[src/rtl/pclk_mb_pkg.sv]
package pclk_mb_pkg;

    localparam int MB_W       = 32;
    localparam int MB_ID_W    = 6;
    localparam int MB_ID_LSB  = 0;
    localparam int MB_CMD_BIT = 12;
    localparam int MB_DIV_LSB = 16;
    localparam int MB_EN_BIT  = 28;
    localparam int DIV_CODE_W = 2;
    localparam int DIV_CNT_W  = 3;

    localparam logic [MB_W-1:0] MB_FIELD_MASK = 32'h1003_103F;

    typedef logic [DIV_CODE_W-1:0] div_code_t;
    typedef logic [MB_ID_W-1:0]    periph_id_t;

    typedef enum logic {
        MB_IDLE = 1'b0,
        MB_EXEC = 1'b1
    } mb_state_e;

    // Low-bit mask of the shared counter selected by a divide code
    function automatic logic [DIV_CNT_W-1:0] div_mask(input div_code_t code);
        return DIV_CNT_W'((1 << code) - 1);
    endfunction

    function automatic logic [MB_W-1:0] mb_pack(input periph_id_t id,
                                                input logic       wr,
                                                input div_code_t  code,
                                                input logic       en);
        logic [MB_W-1:0] w;
        w = '0;
        w[MB_ID_LSB +: MB_ID_W]     = id;
        w[MB_CMD_BIT]               = wr;
        w[MB_DIV_LSB +: DIV_CODE_W] = code;
        w[MB_EN_BIT]                = en;
        return w;
    endfunction

endpackage

[src/rtl/pclk_mb_fsm.sv]
module pclk_mb_fsm
    import pclk_mb_pkg::*;
#(
    parameter int NUM = 32
) (
    input  logic            clk,
    input  logic            rst_n,
    input  logic            mb_wr,
    input  logic [MB_W-1:0] mb_wdata,
    input  logic            look_en,
    input  div_code_t       look_div,
    output mb_state_e       state,
    output periph_id_t      cmd_id,
    output logic            cmd_wr,
    output logic            cmd_en,
    output div_code_t       cmd_div,
    output logic            tbl_we,
    output logic [MB_W-1:0] mb_rdata
);

    localparam logic [MB_ID_W:0] NUM_L = (MB_ID_W+1)'(NUM);

    mb_state_e st_q, st_d;
    logic      id_ok;
    logic      res_en;
    div_code_t res_div;

    assign id_ok = {1'b0, cmd_id} < NUM_L;
    assign state = st_q;

    // State register
    always_ff @(posedge clk or negedge rst_n) begin
        if (!rst_n) begin
            st_q <= MB_IDLE;
        end else begin
            st_q <= st_d;
        end
    end

    // Transitions: ACCEPT and COMPLETE
    always_comb begin
        st_d = st_q;
        unique case (st_q)
            MB_IDLE: if (mb_wr) st_d = MB_EXEC;
            MB_EXEC: st_d = MB_IDLE;
        endcase
    end

    // Command capture on ACCEPT
    always_ff @(posedge clk or negedge rst_n) begin
        if (!rst_n) begin
            cmd_id  <= '0;
            cmd_wr  <= 1'b0;
            cmd_en  <= 1'b0;
            cmd_div <= '0;
        end else if (st_q == MB_IDLE && mb_wr) begin
            cmd_id  <= mb_wdata[MB_ID_LSB +: MB_ID_W];
            cmd_wr  <= mb_wdata[MB_CMD_BIT];
            cmd_en  <= mb_wdata[MB_EN_BIT];
            cmd_div <= mb_wdata[MB_DIV_LSB +: DIV_CODE_W];
        end
    end

    // Per-state outputs
    always_comb begin
        tbl_we  = 1'b0;
        res_en  = look_en;
        res_div = look_div;
        unique case (st_q)
            MB_IDLE: ;
            MB_EXEC: begin
                if (cmd_wr && id_ok) begin
                    tbl_we  = 1'b1;
                    res_en  = cmd_en;
                    res_div = cmd_div;
                end
            end
        endcase
    end

    // Readback word, loaded on COMPLETE
    always_ff @(posedge clk or negedge rst_n) begin
        if (!rst_n) begin
            mb_rdata <= '0;
        end else if (st_q == MB_EXEC) begin
            mb_rdata <= mb_pack(cmd_id, cmd_wr, res_div, res_en);
        end
    end

endmodule

[src/rtl/pclk_mb_table.sv]
module pclk_mb_table
    import pclk_mb_pkg::*;
#(
    parameter int NUM = 32
) (
    input  logic                            clk,
    input  logic                            rst_n,
    input  logic                            we,
    input  periph_id_t                      wid,
    input  logic                            wen,
    input  div_code_t                       wdiv,
    input  periph_id_t                      rid,
    output logic                            ren,
    output div_code_t                       rdiv,
    output logic [NUM-1:0]                  en_vec,
    output logic [NUM-1:0][DIV_CODE_W-1:0]  div_vec
);

    always_ff @(posedge clk or negedge rst_n) begin
        if (!rst_n) begin
            en_vec  <= '0;
            div_vec <= '0;
        end else begin
            for (int i = 0; i < NUM; i++) begin
                if (we && wid == MB_ID_W'(i)) begin
                    en_vec[i]  <= wen;
                    div_vec[i] <= wdiv;
                end
            end
        end
    end

    // Lookup: numbers with no slot match nothing and read as zero
    always_comb begin
        ren  = 1'b0;
        rdiv = '0;
        for (int i = 0; i < NUM; i++) begin
            if (rid == MB_ID_W'(i)) begin
                ren  = en_vec[i];
                rdiv = div_vec[i];
            end
        end
    end

endmodule

[src/rtl/pclk_mb_strobe.sv]
module pclk_mb_strobe
    import pclk_mb_pkg::*;
#(
    parameter int NUM = 32
) (
    input  logic                            clk,
    input  logic                            rst_n,
    input  logic [NUM-1:0]                  cfg_en,
    input  logic [NUM-1:0][DIV_CODE_W-1:0]  cfg_div,
    output logic [NUM-1:0]                  strobe
);

    logic [DIV_CNT_W-1:0] cnt_q;

    always_ff @(posedge clk or negedge rst_n) begin
        if (!rst_n) begin
            cnt_q <= '0;
        end else begin
            cnt_q <= cnt_q + DIV_CNT_W'(1);
        end
    end

    for (genvar g = 0; g < NUM; g++) begin : g_ch
        logic                 act_en_q;
        div_code_t            act_div_q;
        logic [DIV_CNT_W-1:0] msk;
        logic                 bnd;

        assign msk = div_mask(act_div_q);
        assign bnd = (cnt_q & msk) == msk;

        // Live setting follows the stored one only at a period end
        always_ff @(posedge clk or negedge rst_n) begin
            if (!rst_n) begin
                act_en_q  <= 1'b0;
                act_div_q <= '0;
            end else if (bnd) begin
                act_en_q  <= cfg_en[g];
                act_div_q <= cfg_div[g];
            end
        end

        assign strobe[g] = act_en_q && bnd;
    end

endmodule

[src/rtl/pclk_mailbox_ctrl.sv]
module pclk_mailbox_ctrl
    import pclk_mb_pkg::*;
#(
    parameter int NUM_PERIPH = 32
) (
    input  logic                  clk,
    input  logic                  rst_n,
    input  logic                  mb_wr,
    input  logic [MB_W-1:0]       mb_wdata,
    output logic [MB_W-1:0]       mb_rdata,
    output logic [NUM_PERIPH-1:0] periph_clk_en
);

    mb_state_e                              st;
    periph_id_t                             cmd_id;
    logic                                   cmd_wr;
    logic                                   cmd_en;
    div_code_t                              cmd_div;
    logic                                   tbl_we;
    logic                                   look_en;
    div_code_t                              look_div;
    logic [NUM_PERIPH-1:0]                  tbl_en_vec;
    logic [NUM_PERIPH-1:0][DIV_CODE_W-1:0]  tbl_div_vec;

    pclk_mb_fsm #(.NUM(NUM_PERIPH)) u_fsm (
        .clk      (clk),
        .rst_n    (rst_n),
        .mb_wr    (mb_wr),
        .mb_wdata (mb_wdata),
        .look_en  (look_en),
        .look_div (look_div),
        .state    (st),
        .cmd_id   (cmd_id),
        .cmd_wr   (cmd_wr),
        .cmd_en   (cmd_en),
        .cmd_div  (cmd_div),
        .tbl_we   (tbl_we),
        .mb_rdata (mb_rdata)
    );

    pclk_mb_table #(.NUM(NUM_PERIPH)) u_tbl (
        .clk     (clk),
        .rst_n   (rst_n),
        .we      (tbl_we),
        .wid     (cmd_id),
        .wen     (cmd_en),
        .wdiv    (cmd_div),
        .rid     (cmd_id),
        .ren     (look_en),
        .rdiv    (look_div),
        .en_vec  (tbl_en_vec),
        .div_vec (tbl_div_vec)
    );

    pclk_mb_strobe #(.NUM(NUM_PERIPH)) u_stb (
        .clk     (clk),
        .rst_n   (rst_n),
        .cfg_en  (tbl_en_vec),
        .cfg_div (tbl_div_vec),
        .strobe  (periph_clk_en)
    );

endmodule

[config.mk]
export PLATFORM = sky130hd
export DESIGN_NAME = pclk_mailbox_ctrl
export DESIGN_NICKNAME = d
export VERILOG_FILES = /design/src/rtl/pclk_mb_pkg.sv /design/src/rtl/pclk_mb_fsm.sv /design/src/rtl/pclk_mb_table.sv /design/src/rtl/pclk_mb_strobe.sv /design/src/rtl/pclk_mailbox_ctrl.sv
export SDC_FILE = /design/constraint.sdc
export NUM_CORES = 1
export LEC_CHECK = 0
export BUFFER_PORTS_ARGS = -buffer_cell sky130_fd_sc_hd__buf_4
export CORE_ASPECT_RATIO = 1.5
export CORE_MARGIN = 2
export CORE_UTILIZATION = 61
export CTS_BUF_LIST = sky130_fd_sc_hd__clkbuf_4
export CTS_CLUSTER_DIAMETER = 60
export DETAILED_ROUTE_END_ITERATION = 16
export PLACE_DENSITY = 0.81
export REMOVE_ABC_BUFFERS = 1
export SETUP_SLACK_MARGIN = 0.02
export SYNTH_ARGS = -nofsm -noshare
export SYNTH_HDL_FRONTEND = slang
export SYNTH_HIERARCHICAL = 1
export SYNTH_SLANG_ARGS = --single-unit
export TNS_END_PERCENT = 100
[constraint.sdc]
create_clock -name clk -period 2.6 [get_ports clk]
set_clock_uncertainty 0.1 [all_clocks]
set_input_delay 0.26 -clock clk [delete_from_list [all_inputs] [get_ports clk]]
set_output_delay 0.26 -clock clk [all_outputs]
set_load 0.05 [all_outputs]
==> out/qor.csv <==
metric,value,unit
status,finished clean,
boundaryPins,99,
finalCriticalPeriod,2.48,ns
antenna_found_initial,1,
synthAdderAreaFrac,0.112,%
synthCells,1026,
fmax,0.403,GHz
max_slew.worst_pin.slew,0.872,ns
core,17900,sq um
post-dp-hpwl,18300,microns
synthMostInstantiatedCell,dfrtp_1,
synth_top_area_share,48.3,%
syn-mean-instance-area,10.9,sq um
initial_core_util,62.4,%
maxSlewHeadroom,41.9,%
synth_mux_area_share,17.7,%
globalplace.congestion,0.962,
slowest_delay,0.44,ns
grt_max_degree,81,
hold_class,primary input to asynchronous set/reset pin,
clk_path_buf_depth,3,
drt_iter0_drc,561,
io_buffers,54,
synthArstFlopShare,100,%
r2r_setup_slack,0.15,ns
power_density,707,nW/um^2
vias,8578,
cts_setup_buffers,0,
synth_compound_area_share,18.0,%
synth_top_family_by_area,compound AO/OA/AOI/OAI gates,
grt_pass1_vias,8753,
nFillCells,1274,
die-height,170,microns
crit_path_start_kind,register,
vias_per_cell,6.20,
routedWlPerCell,19.7,microns
crit_slowest_cell,dfrtp_1,
worstSkewPairLatency,0.64,ns
wl,27300,microns
overflow,0,
seq_area,5410,sq um
yosysSeqAreaShare,48.3,%
dieArea,19500,sq um
netlist_area,11200,sq um
numCtsBuffers,50,
critPathArrivalTime,2.12,ns
crit_type,register to primary output,
path_clk_slew,0.07,ns
finalPower,0.00887,W
leakagePower,5.75,nW
synth_seq_cells,216,
worstPathMaxFanout,21,
track_usage,28.7,%
syn_to_final_growth,12.1,%
multi_input_area,5050,sq um
synth_common_cells,"dfrtp_1, o21ai_0, mux2_2, a21oi_1, inv_1",
finalNetCount,1163,
antenna_left,0,
synthSimpleGateAreaFrac,8.29,%
final_layout_size_suffix_gt1_share,29.3,%
synth_edf_count,0,
cp_data_required_time,2.24,ns
root_buffer,clkbuf_4,
synth_top_area_cell,dfrtp_1,
setup_violations,0,
synth_xor_area_share,0.0783,%
max_cap_violations,0,
ys_warn_count,6,
setup_tns,0,ns
whs,0.113,ns
synthTopCellsByArea,"dfrtp_1, mux2_2, o21ai_0",
core.rowCount,60,
die_w,115,microns
cts_tree,built,
endpoint_kind,primary output,
drc_errors,0,
yosysUniqueCellTypes,69,
path_cells,nand2_4 > buf_12 > a22oi_2 > and2_1 > buf_4,
final_max_slew_viol_count,0,
final_hold_viol_count,0,
rsz0062_at_grt,no,
yosys_most_used_dff,dfrtp_1,
grt_pass1_wl,44100,microns
clock-sinks,216,
ir_drop,0.000630,V
cts_max_level,2,
finalCritPeriodShare,95.5,%
dr.pass1.iters,5,
-- metrics by stage --
step,setup WS (ns),utilization (%),instances,area [sq um]
2_1_floorplan,-0.840,-,968,10700
3_3_place_gp,0.177,65.6,1280,11800
3_5_place_dp,0.106,65.6,1280,11800
4_1_cts,0.0524,69.8,1383,12500
5_1_grt,0.0343,69.9,1384,12500
6_report,0.116,69.9,1384,12500
-- final cells by class --
class	instances	area share [%]
diodes	1	0.0200
clock buffers	75	4.49
clock inverters	16	0.489
inverters	72	2.15
multi-input cells	680	40.3
flip-flops and latches	216	43.1
well taps	217	2.16
repair buffers	107	7.26
-- final timing paths --
| path | startpoint | endpoint | depth (start not counted) |
|---|---|---|---|
| max in group asynchronous | rst_n | u_stb/g_ch[22].act_div_q[0] | 3 |
| worst max-delay path | u_stb/cnt_q[1] | periph_clk_en[25] | 5 |
| worst min-delay path | rst_n | u_stb/g_ch[5].act_div_q[0] | 2 |
| worst max register to register | u_fsm/cmd_id[5] | u_tbl/en_vec[11] | 6 |
| worst min register to register | u_stb/g_ch[15].act_en_q | u_stb/g_ch[15].act_en_q | 1 |
| min in group clk | mb_wdata[5] | u_fsm/cmd_id[5] | 3 |
-- metal layers --
metal,routed length (microns),track usage [%],up-vias
met5,0,0,-
met4,1090,14.2,0
met3,1510,3.88,78
met2,14000,49.4,373
met1,10700,35.1,4242
li1,-,-,3885
-- repair_timing --
| action | 4_1_cts | 5_1_grt |
|---|---|---|
| hold buffers | 12 | 0 |
| setup endpoints to repair | 21 | 16 |
| hold endpoints to repair | 97 | 0 |
| resized for setup | 1 | 8 |
-- worst max-delay path, delay by kind of cell, from the launching register on --
family,cells,cell delay (ns)
simple gates,2,0.36
flops,1,0.44
buf+inv,2,0.43
compound gates,1,0.24
-- power by group --
part           internal (W)  leakage (nW)  total [W]  switching (W)
clock network       0.00132         0.375    0.00261        0.00129
logic              0.000823          2.43    0.00205        0.00122
registers           0.00376          2.94    0.00421       0.000446
total               0.00591          5.75    0.00887        0.00296
-- registers in the layout (all words and copies together) (netlist names) --
register and count:
u_tbl/div_vec 64, u_stb/g_ch.act_en_q 32, u_fsm/cmd_id 6, u_fsm/cmd_div 2, u_fsm/state 1, u_stb/cnt_q 3, u_fsm/cmd_wr 1, u_fsm/cmd_en 1
u_fsm/mb_rdata 10, u_tbl/en_vec 32, u_stb/g_ch.act_div_q 64
-- layout by cell type (no fill, tap or decap), drive strengths merged, types with 22 or more instances in the layout --
cell / n
a31oi: 33
a22oi: 33
and2: 35
o21ai: 141
buf: 95
nor2: 29
dfrtp: 216
inv: 73
a21oi: 75
nand2: 39
clkbuf: 75
mux2: 144
conb: 22
-- logic make-up (layout without fill, tap and decap cells) --
group / Yosys count / in the layout
compound gates: 321 / 321
flops: 216 / 216
mux: 168 / 168
simple gates: 167 / 167
buf+inv: 151 / 270
fa+ha+maj: 1 / 1
other cells: 1 / 23
xor+xnor: 1 / 1
Note: power is estimated with default switching activity, not from simulation.
